===== src/rtl/dip_pkg.sv =====
package dip_pkg;

    typedef enum logic {
        DIP_MODE_LOCK = 1'b0,
        DIP_MODE_XFWD = 1'b1
    } dip_mode_e;

    typedef struct packed {
        dip_mode_e mode;
    } dip_state_t;

endpackage


===== src/rtl/dip_pair_dep.sv =====
module dip_pair_dep #(
    parameter int TAG_W = 5
) (
    input  logic             old_wr,
    input  logic [TAG_W-1:0] old_rd,
    input  logic             yng_wr,
    input  logic [TAG_W-1:0] yng_rd,
    input  logic             yng_ra_use,
    input  logic [TAG_W-1:0] yng_ra,
    input  logic             yng_rb_use,
    input  logic [TAG_W-1:0] yng_rb,
    output logic             raw_dep,
    output logic             waw_dep
);
    // younger consumer reading the older producer's result
    always_comb begin
        raw_dep = old_wr && ((yng_ra_use && (yng_ra == old_rd)) ||
                             (yng_rb_use && (yng_rb == old_rd)));
        waw_dep = old_wr && yng_wr && (yng_rd == old_rd);
    end
endmodule


===== src/rtl/dip_xlane_hit.sv =====
module dip_xlane_hit #(
    parameter int TAG_W = 5,
    parameter int NSTG  = 3
) (
    input  logic                  chk_en,
    input  logic                  ra_use,
    input  logic [TAG_W-1:0]      ra,
    input  logic                  rb_use,
    input  logic [TAG_W-1:0]      rb,
    input  logic [NSTG-1:0]       stg_vld,
    input  logic [NSTG*TAG_W-1:0] stg_rd,
    output logic                  hit
);
    logic [NSTG-1:0] stg_match;

    for (genvar st = 0; st < NSTG; st++) begin : g_stg
        logic [TAG_W-1:0] tag_w;
        assign tag_w = stg_rd[st*TAG_W +: TAG_W];
        assign stg_match[st] = stg_vld[st] &&
                               ((ra_use && (ra == tag_w)) ||
                                (rb_use && (rb == tag_w)));
    end

    assign hit = chk_en && (|stg_match);
endmodule


===== src/rtl/dual_issue_pair_ctl.sv =====
module dual_issue_pair_ctl
    import dip_pkg::*;
#(
    parameter int TAG_W = 5,
    parameter int NSTG  = 3
) (
    input  logic                  clk,
    input  logic                  rst_n,
    input  logic                  fwd_cfg,
    input  logic                  s0_vld,
    input  logic                  s0_wr,
    input  logic [TAG_W-1:0]      s0_rd,
    input  logic                  s0_ra_use,
    input  logic [TAG_W-1:0]      s0_ra,
    input  logic                  s0_rb_use,
    input  logic [TAG_W-1:0]      s0_rb,
    input  logic                  s1_vld,
    input  logic                  s1_wr,
    input  logic [TAG_W-1:0]      s1_rd,
    input  logic                  s1_ra_use,
    input  logic [TAG_W-1:0]      s1_ra,
    input  logic                  s1_rb_use,
    input  logic [TAG_W-1:0]      s1_rb,
    input  logic [NSTG-1:0]       a_stg_vld,
    input  logic [NSTG*TAG_W-1:0] a_stg_rd,
    input  logic [NSTG-1:0]       b_stg_vld,
    input  logic [NSTG*TAG_W-1:0] b_stg_rd,
    output logic                  lane_a_take,
    output logic                  lane_a_slot,
    output logic                  lane_b_take,
    output logic                  nop_a,
    output logic                  nop_b,
    output logic                  stall
);
    localparam int NLANE = 2;
    localparam int STG_W = NSTG * TAG_W;

    dip_state_t st_d, st_q;

    logic raw_dep, waw_dep;
    logic pipe_empty;
    logic a_cand, a_sel, b_cand;

    // per-lane candidate sources and the opposite lane's stages
    logic [NLANE-1:0] cand_ra_use, cand_rb_use, lane_hit;
    logic [TAG_W-1:0] cand_ra [NLANE];
    logic [TAG_W-1:0] cand_rb [NLANE];
    logic [NSTG-1:0]  oth_vld [NLANE];
    logic [STG_W-1:0] oth_rd  [NLANE];

    dip_pair_dep #(.TAG_W(TAG_W)) u_dep (
        .old_wr     (s0_wr),
        .old_rd     (s0_rd),
        .yng_wr     (s1_wr),
        .yng_rd     (s1_rd),
        .yng_ra_use (s1_ra_use),
        .yng_ra     (s1_ra),
        .yng_rb_use (s1_rb_use),
        .yng_rb     (s1_rb),
        .raw_dep    (raw_dep),
        .waw_dep    (waw_dep)
    );

    // lane A carries slot 1 only when slot 0 is empty
    always_comb begin
        a_sel  = !s0_vld;
        a_cand = s0_vld || s1_vld;
        b_cand = s0_vld && s1_vld && !raw_dep && !waw_dep;

        cand_ra_use[0] = a_sel ? s1_ra_use : s0_ra_use;
        cand_ra[0]     = a_sel ? s1_ra     : s0_ra;
        cand_rb_use[0] = a_sel ? s1_rb_use : s0_rb_use;
        cand_rb[0]     = a_sel ? s1_rb     : s0_rb;
        oth_vld[0]     = b_stg_vld;
        oth_rd[0]      = b_stg_rd;

        cand_ra_use[1] = s1_ra_use;
        cand_ra[1]     = s1_ra;
        cand_rb_use[1] = s1_rb_use;
        cand_rb[1]     = s1_rb;
        oth_vld[1]     = a_stg_vld;
        oth_rd[1]      = a_stg_rd;
    end

    for (genvar ln = 0; ln < NLANE; ln++) begin : g_lane
        dip_xlane_hit #(.TAG_W(TAG_W), .NSTG(NSTG)) u_hit (
            .chk_en  (st_q.mode == DIP_MODE_LOCK),
            .ra_use  (cand_ra_use[ln]),
            .ra      (cand_ra[ln]),
            .rb_use  (cand_rb_use[ln]),
            .rb      (cand_rb[ln]),
            .stg_vld (oth_vld[ln]),
            .stg_rd  (oth_rd[ln]),
            .hit     (lane_hit[ln])
        );
    end

    always_comb begin
        pipe_empty = !(|a_stg_vld) && !(|b_stg_vld);
        st_d = st_q;
        if (pipe_empty) begin
            st_d.mode = fwd_cfg ? DIP_MODE_XFWD : DIP_MODE_LOCK;
        end

        stall       = (a_cand && lane_hit[0]) || (b_cand && lane_hit[1]);
        lane_a_take = a_cand && !stall;
        lane_b_take = b_cand && !stall;
        lane_a_slot = lane_a_take && a_sel;
        nop_a       = !lane_a_take;
        nop_b       = !lane_b_take;
    end

    always_ff @(posedge clk or negedge rst_n) begin
        if (!rst_n) begin
            st_q <= '{mode: DIP_MODE_LOCK};
        end else begin
            st_q <= st_d;
        end
    end

    // lane B only ever carries slot 1 beside slot 0 on lane A
    a_r2_b_needs_a: assert property (@(posedge clk) disable iff (!rst_n)
        lane_b_take |-> (lane_a_take && !lane_a_slot));

    // a read-after-write pair never fills lane B
    a_r3_raw_split: assert property (@(posedge clk) disable iff (!rst_n)
        (s0_vld && s1_vld && raw_dep) |-> !lane_b_take);

    // two writers of one tag never leave together
    a_r4_waw_split: assert property (@(posedge clk) disable iff (!rst_n)
        (s0_vld && s1_vld && waw_dep) |-> !lane_b_take);

    // a stall empties both lanes
    a_r7_stall_bubbles: assert property (@(posedge clk) disable iff (!rst_n)
        stall |-> (nop_a && nop_b));

    // forwarding mode never interlocks
    a_r10_fwd_no_stall: assert property (@(posedge clk) disable iff (!rst_n)
        (st_q.mode == DIP_MODE_XFWD) |-> !stall);

    // busy stages freeze the active mode
    a_r11_mode_hold: assert property (@(posedge clk) disable iff (!rst_n)
        ((|a_stg_vld) || (|b_stg_vld)) |=> $stable(st_q.mode));

    // empty slots give bubbles and no stall
    a_r13_idle: assert property (@(posedge clk) disable iff (!rst_n)
        (!s0_vld && !s1_vld) |-> (!stall && nop_a && nop_b));

endmodule


===== config.mk =====
export PLATFORM = sky130hd
export DESIGN_NAME = dual_issue_pair_ctl
export DESIGN_NICKNAME = d
export VERILOG_FILES = /design/src/rtl/dip_pkg.sv /design/src/rtl/dip_pair_dep.sv /design/src/rtl/dip_xlane_hit.sv /design/src/rtl/dual_issue_pair_ctl.sv
export SDC_FILE = /design/constraint.sdc
export NUM_CORES = 1
export LEC_CHECK = 0
export CAP_MARGIN = 20
export CORE_AREA = 10 10 72 74
export DETAILED_ROUTE_END_ITERATION = 7
export DIE_AREA = 0 0 82 84
export GPL_ROUTABILITY_DRIVEN = 0
export GPL_TIMING_DRIVEN = 0
export PLACE_DENSITY = 0.75
export SLEW_MARGIN = 20
export SYNTH_ARGS = -nofsm -noshare
export SYNTH_HDL_FRONTEND = slang
export SYNTH_SLANG_ARGS = --single-unit

===== constraint.sdc =====
create_clock -name clk -period 3.9 [get_ports clk]
set_input_delay 0.78 -clock clk [delete_from_list [all_inputs] [get_ports clk]]
set_output_delay 0.78 -clock clk [all_outputs]
set_load 0.01 [all_outputs]

==> results of run 1 <==
==> layout make-up <==
type / count / area [sq um] / share of cell area, %
plain buffers: 12 / 53.80 / 2.501
inverters: 5 / 18.77 / 0.8726
multi-input cells: 144 / 1272 / 59.16
flip-flops and latches: 1 / 25.02 / 1.163
well taps: 50 / 62.56 / 2.909
repair buffers: 71 / 718.2 / 33.39
==> power breakdown <==
part | switching [mW] | internal, mW
Sequential | 0.00299 | 0.0126
Combinational | 0.111 | 0.142
Clock | 0 | 0
==> kinds of logic (layout without fill, tap and decap cells) <==
| logic type | Yosys count | after routing |
|---|---|---|
| xor+xnor | 77 | 77 |
| simple gates | 41 | 41 |
| buf+inv | 17 | 88 |
| compound gates | 15 | 15 |
| mux | 11 | 11 |
| flops | 1 | 1 |
==> layer usage <==
metal  global-route usage [%]  up-vias  wire, um
li1                         -      718         -
met1                    15.60      657      1921
met2                    22.61       60      2512
met3                    3.772        2       471
met4                   0.4644        0        19
met5                        0        -         0
==> worst paths after layout <==
path | start | end | slack, ns | depth (start not counted)
worst max-delay path | s0_rb[3] | lane_b_take | 0.10 | 9
worst min-delay path | st_q$_DFFE_PN0P_ | st_q$_DFFE_PN0P_ | 0.61 | 1
worst max register to register | st_q$_DFFE_PN0P_ | st_q$_DFFE_PN0P_ | 3.09 | 1
worst min register to register | st_q$_DFFE_PN0P_ | st_q$_DFFE_PN0P_ | 0.61 | 1
max in group asynchronous | rst_n | st_q$_DFFE_PN0P_ | 2.87 | 1
min in group asynchronous | rst_n | st_q$_DFFE_PN0P_ | 0.93 | 1
==> synthesized netlist by cell type (2+ instances only) <==
| cell | count | area, sq um |
|---|---|---|
| o32ai_1 | 3 | 26.28 |
| nand3_1 | 2 | 10.01 |
| nand2_1 | 5 | 18.77 |
| mux2i_1 | 3 | 30.03 |
| xor2_1 | 39 | 341.6 |
| inv_1 | 5 | 18.77 |
| nor2_1 | 3 | 11.26 |
| nor4_1 | 11 | 68.82 |
| nand4_1 | 15 | 93.84 |
| xnor2_1 | 38 | 332.8 |
| mux2i_2 | 7 | 96.34 |
| nor3_1 | 2 | 10.01 |
| o21ai_0 | 3 | 15.01 |
| clkbuf_1 | 10 | 37.54 |
==> repair_timing <==
| action | in CTS | in global routing |
|---|---|---|
| hold buffers | 0 | 0 |
| gates resized for setup | 3 | 14 |
| endpoints found under the setup margin | 1 | 6 |
| pin swaps | 0 | 2 |
==> key figures, run 1 <==
Outcome
  – Status: complete, no violations

Synth
  – Post-synth EDFFs: 0
  – Synth Area in Compound Gates: roughly a tenth
  – Syn Area/Cell: between 7 and 8 sq um
  – Largest family of logic cells by synthesized area: XOR/XNOR gates
  – Unique cell type count in the Yosys netlist: 30
  – Ys Warns: 0
  – Mapped Cells: ~160
  – Primary FF master, synth: dfrtp_1
  – Synth Register Bits: 1
  – Post-synthesis sequential area ratio: just under 2%
  – XOR/XNOR Fraction of Synth Area: ~53%
  – Adder-Cell Fraction of Synth Area: 0%
  – Mux share of post-synthesis cell area: ~11%
  – Post-Synth Simple-Gate Area: between 10% and 20%
  – Mapped cell area: 0.001266 sq mm
  – FFs w/ async S/R, synth: 100.0%
  – Post-synthesis net count: approximately 240

Power
  – VDD IR max: 0.00005872 V
  – Power density over the cells: about 130 mW/mm^2
  – Total power: about 270 uW
  – Leakage dissipation: roughly 0.77 nW

Timing
  – Tmin final: roughly 3.8 ns
  – Setup Viol. Count Final: 0
  – Max Clock Freq: between 0.2 and 0.3 GHz
  – Final Hold Vio Count: 0
  – Setup Skew: 0 ns
  – Final worst slack: roughly 0.10 ns
  – Worst hold slack: 0.6135 ns
  – Count of pins over their slew limit: 0
  – Slew @ Worst Pin: a little under 0.5 ns
  – Final Cycle Share: ~100%
  – Worst slew margin: 67.92%
  – Setup TNS: 0 ns

Worst setup path
  – CP delay by family, top: buffers and inverters
  – Critical path endpoint category: output pin
  – Critical Path Max Stage Delay: between 0.4 and 0.5 ns
  – Worst EP required: approximately 3.1 ns
  – Worst-path cell chain: clkdlybuf4s50_1 > mux2i_4 > xnor2_1 > nor4_1 > nand4_1 > nand4_1 > nor3_2 > o31a_1 > clkdlybuf4s50_1
  – Startpoint types: primary input
  – Worst Path Buf+Inv: 2
  – Worst path arrival time: around 3.0 ns
  – Setup CP Type: in -> out
  – Max FO, Critical Path: 3
  – Crit-path slowest cell: clkdlybuf4s50_1

Global routing
  – Initial antenna violation count: 0
  – GRT Total Usage: 12.91%
  – Overflow after GRT: 0
  – Vias in the first global route: 1533
  – First-pass GRT wire length: ~7.4 mm
  – Pin count of the biggest net entering global routing: 11

Placed design
  – HPWL Detailed: between 4 and 5 mm
  – I/O Buffers: 71
  – DP Area: about 0.002 sq mm
  – Inst Count DP: 283
  – Pre-CTS setup slack: -0.02566 ns

Routing
  – Starting DRT DRC Count: 49
  – DR vias: approximately 1400
  – TritonRoute pass-1 iters: 4
  – WL per Instance: around 17 um
  – Post-DRT Antenna Nets: 0
  – Post-Route WL: roughly 4.9 mm
  – DRC viols: 0
  – Vias/cell: around 5

Layout
  – Share of cells above drive strength 1: under 10%
  – Post-Layout Cell Count: ~280
  – Top Registers: st_q x1
  – Design area: roughly 0.0022 sq mm
  – Max reg flops: 1
  – Most frequent cells in the layout: 68 x clkdlybuf4s50_1, 38 x xnor2_1, 38 x xor2_1
  – Fillers: 383
  – Most common cell after layout, fill and taps aside: clkdlybuf4s50_1
  – Layout Area Growth over Synthesis: 69.86%
  – # diodes: 0
  – Largest Register: st_q
  – Fin util: a little under three fifths
  – Nets@finish: 312

CTS
  – Clock transition at path regs: 0 ns
  – Total setup buffers inserted after CTS: 0
  – Latest clock arrival within the worst-skew pair: 0 ns

Floorplan
  – Vert. Die Dim: roughly 84 um
  – Die ar.: roughly 0.0069 sq mm
  – Cell Rows: 23
  – I/O pin cnt: between 80 and 90
  – Core area: 0.003856 sq mm
  – Initial Util: approximately a third
  – Die width: 82 um

Flow run
  – Max-cap viol count: 0

Hold path
  – Hold/Removal Path Class: reg -> reg
Note: power is estimated with default switching activity, not from simulation.
==> run 2: changes to the inputs <==
Settings changed: ABC_AREA set to 1, CTS_BUF_LIST set to sky130_fd_sc_hd__clkbuf_8, PLACE_DENSITY 0.75 to 0.85.
==> run 2 against run 1 <==
- die area unchanged
- sequential share of layout area decreased by 0.17 points
- first-iteration DRC count increased to 3.4 times the previous value
- cell count increased by 81%
- area after synthesis increased by 29%
- hold slack got worse by 0.047 ns
- core utilization increased by 9.9 points
- flip-flop and latch count unchanged
- cell area increased by 18%
- register-to-register slack improved by 0.15 ns
- synthesized cell count increased by 130%
==> key figures, run 2 <==
Synth
  – Synth area leader: nand2_1
  – Unique cell type count in the Yosys netlist: 17
  – Post-synthesis net count: 456
  – Synth area leaders: nand2_1 33%, nand3_1 19%, nor2_1 15%
  – Post-synthesis sequential area ratio: 1.527%
  – Mapped Cells: ~380
  – Mapped cell area: roughly 0.0016 sq mm
  – Syn Area/Cell: roughly 4.3 sq um
  – FFs w/ async S/R, synth: 100.0%
  – Top-area cell type share of the netlist area: 32.52%
  – Ys Warns: 0
  – Primary FF master, synth: dfrtp_1
  – Synth cell count leaders: 142 x nand2_1, 66 x nor2_1, 62 x nand3_1, 51 x inv_1, 22 x o21ai_0
  – Count leader, synth: nand2_1
  – Synth Register Bits: 1
  – Post-synth EDFFs: 0

Layout
  – Share of cells above drive strength 1: around 2.0%
  – Most frequent cells in the layout: 142 x nand2_1, 77 x clkdlybuf4s50_1, 66 x nor2_1
  – Post-Layout Cell Count: between 500 and 600
  – Largest Register: st_q
  – # diodes: 0
  – Nets@finish: between 500 and 600
  – Most common cell after layout, fill and taps aside: nand2_1
  – Max reg flops: 1
  – Fin util: around 66%
  – Top Registers: st_q x1
  – Layout Area Growth over Synthesis: 54.43%
  – Fillers: between 400 and 500

Global routing
  – First-pass GRT wire length: between 10 and 15 mm
  – GRT Total Usage: around a fifth
  – Pin count of the biggest net entering global routing: 11
  – Vias in the first global route: between 2000 and 3000
  – Overflow after GRT: 0
  – Initial antenna violation count: 0

Power
  – Power density over the cells: approximately 110 mW/mm^2
  – VDD IR max: around 0.000059 V
  – Leakage dissipation: between 1 and 1.5 nW

Worst setup path
  – Worst path arrival time: 2.99 ns
  – Max FO, Critical Path: 6
  – Setup CP Type: in -> out
  – Worst EP required: ~3.1 ns
  – Critical path endpoint category: output pin
  – Startpoint types: primary input

Floorplan
  – Vert. Die Dim: 84 um
  – Die ar.: between 0.006 and 0.007 sq mm
  – I/O pin cnt: a little over 80
  – Core area: slightly below 0.004 sq mm
  – Initial Util: 42.50%
  – Cell Rows: 23
  – Die width: 82 um

Timing
  – Final Hold Vio Count: 0
  – Setup Skew: 0 ns
  – Final worst slack: roughly 0.13 ns
  – Max Clock Freq: 0.2652 GHz
  – Final Cycle Share: between 90% and 100%
  – Slew @ Worst Pin: between 0.3 and 0.4 ns
  – Worst slew margin: 77.15%
  – Tmin final: ~3.8 ns
  – Setup Viol. Count Final: 0
  – Setup TNS: 0 ns
  – RSZ-0062 raised after global routing: false
  – Count of pins over their slew limit: 0
  – Worst hold slack: about 0.57 ns

Routing
  – Vias/cell: around 5.1
  – Post-Route WL: 6.812 mm
  – Starting DRT DRC Count: 169
  – DRC viols: 0
  – WL per Instance: about 13 um
  – Post-DRT Antenna Nets: 0
  – TritonRoute pass-1 iters: 4
  – DR vias: between 2000 and 3000

CTS
  – Latest clock arrival within the worst-skew pair: 0 ns
  – Total setup buffers inserted after CTS: 0
  – Hold_buf cts: 0
  – Clock transition at path regs: 0 ns
  – Post_cts resized: 1

Placed design
  – Pre-CTS setup slack: -0.05063 ns
  – I/O Buffers: 82
  – Inst Count DP: between 500 and 600
  – HPWL Detailed: a little under 6 mm

Hold path
  – Hold/Removal Path Class: reg -> reg

Outcome
  – Status: complete, no violations

Flow run
  – Max-cap viol count: 0
[run 2: cell types whose count changed after synthesis, sizes merged, moves of 19 or more]
cell,previous run,this run
inv,5,52
nand2,5,144
nand3,2,62
nor2,3,66
o21ai,3,22
xnor2,38,1
xor2,39,5
[run 2: area by class of cell]
class | instances | area [sq um] | area share (%)
timing repair buffer | 82 | 829.5 | 32.77
tap | 50 | 62.56 | 2.472
sequential | 1 | 25.02 | 0.9886
inverter | 52 | 195.2 | 7.711
multi-input combinational | 322 | 1390 | 54.92
buffer | 4 | 28.78 | 1.137
[run 2: power breakdown]
group	total (mW)	switching, mW	internal, mW	leakage (nW)
sequential	0.0134	0.000894	0.0125	0.0102
clock	0	0	0	0
combinational	0.268	0.139	0.129	1.40
total	0.281	0.140	0.142	1.41
[run 2: cells by family after synthesis]
kind of cell / Yosys count / synth area share, %
simple gates: 285 / 71.91
buf+inv: 56 / 13.66
compound gates: 31 / 9.695
xor+xnor: 6 / 3.206
flops: 1 / 1.526
[run 2: worst paths after layout]
| path | start | to | slack (ns) | cells after the start |
|---|---|---|---|---|
| max in group asynchronous | rst_n | st_q$_DFFE_PN0P_ | 2.87 | 1 |
| worst min register to register | st_q$_DFFE_PN0P_ | st_q$_DFFE_PN0P_ | 0.57 | 2 |
| worst max register to register | st_q$_DFFE_PN0P_ | st_q$_DFFE_PN0P_ | 3.24 | 2 |
| min in group asynchronous | rst_n | st_q$_DFFE_PN0P_ | 0.93 | 1 |
| worst max-delay path | s1_rb[3] | lane_a_take | 0.13 | 14 |
| worst min-delay path | st_q$_DFFE_PN0P_ | st_q$_DFFE_PN0P_ | 0.57 | 2 |
[run 2: metal layers]
metal	vias to the layer above	share of wire, %	routed length [um]	global-route usage, %
met3	10	6.7	454	2.047
met1	1133	43	2929	22.89
met2	94	49	3314	34.81
met4	0	1.6	112	3.560
li1	1365	-	-	-
met5	-	0	0	0
[run 2: per-stage QoR]
stage          area, sq um  power, mW
3_5_place_dp          2522     0.2794
5_1_grt               2531     0.3121
4_1_cts               2521     0.2802
6_report              2531     0.2815
2_1_floorplan         1639     0.1434
3_3_place_gp          2522     0.2750
[run 2: worst max-delay path, stage by stage]
cell             delay, ns
clkdlybuf4s50_1       0.61
inv_1                 0.16
nand2_1               0.16
nand3_1               0.08
nand2_1               0.06
nor2_1                0.04
nand3_1               0.06
nand2_1               0.07
nand2_1               0.06
nand3_1               0.10
nand2_1               0.11
nand2_2               0.06
nor2_1                0.08
clkdlybuf4s50_1       0.55
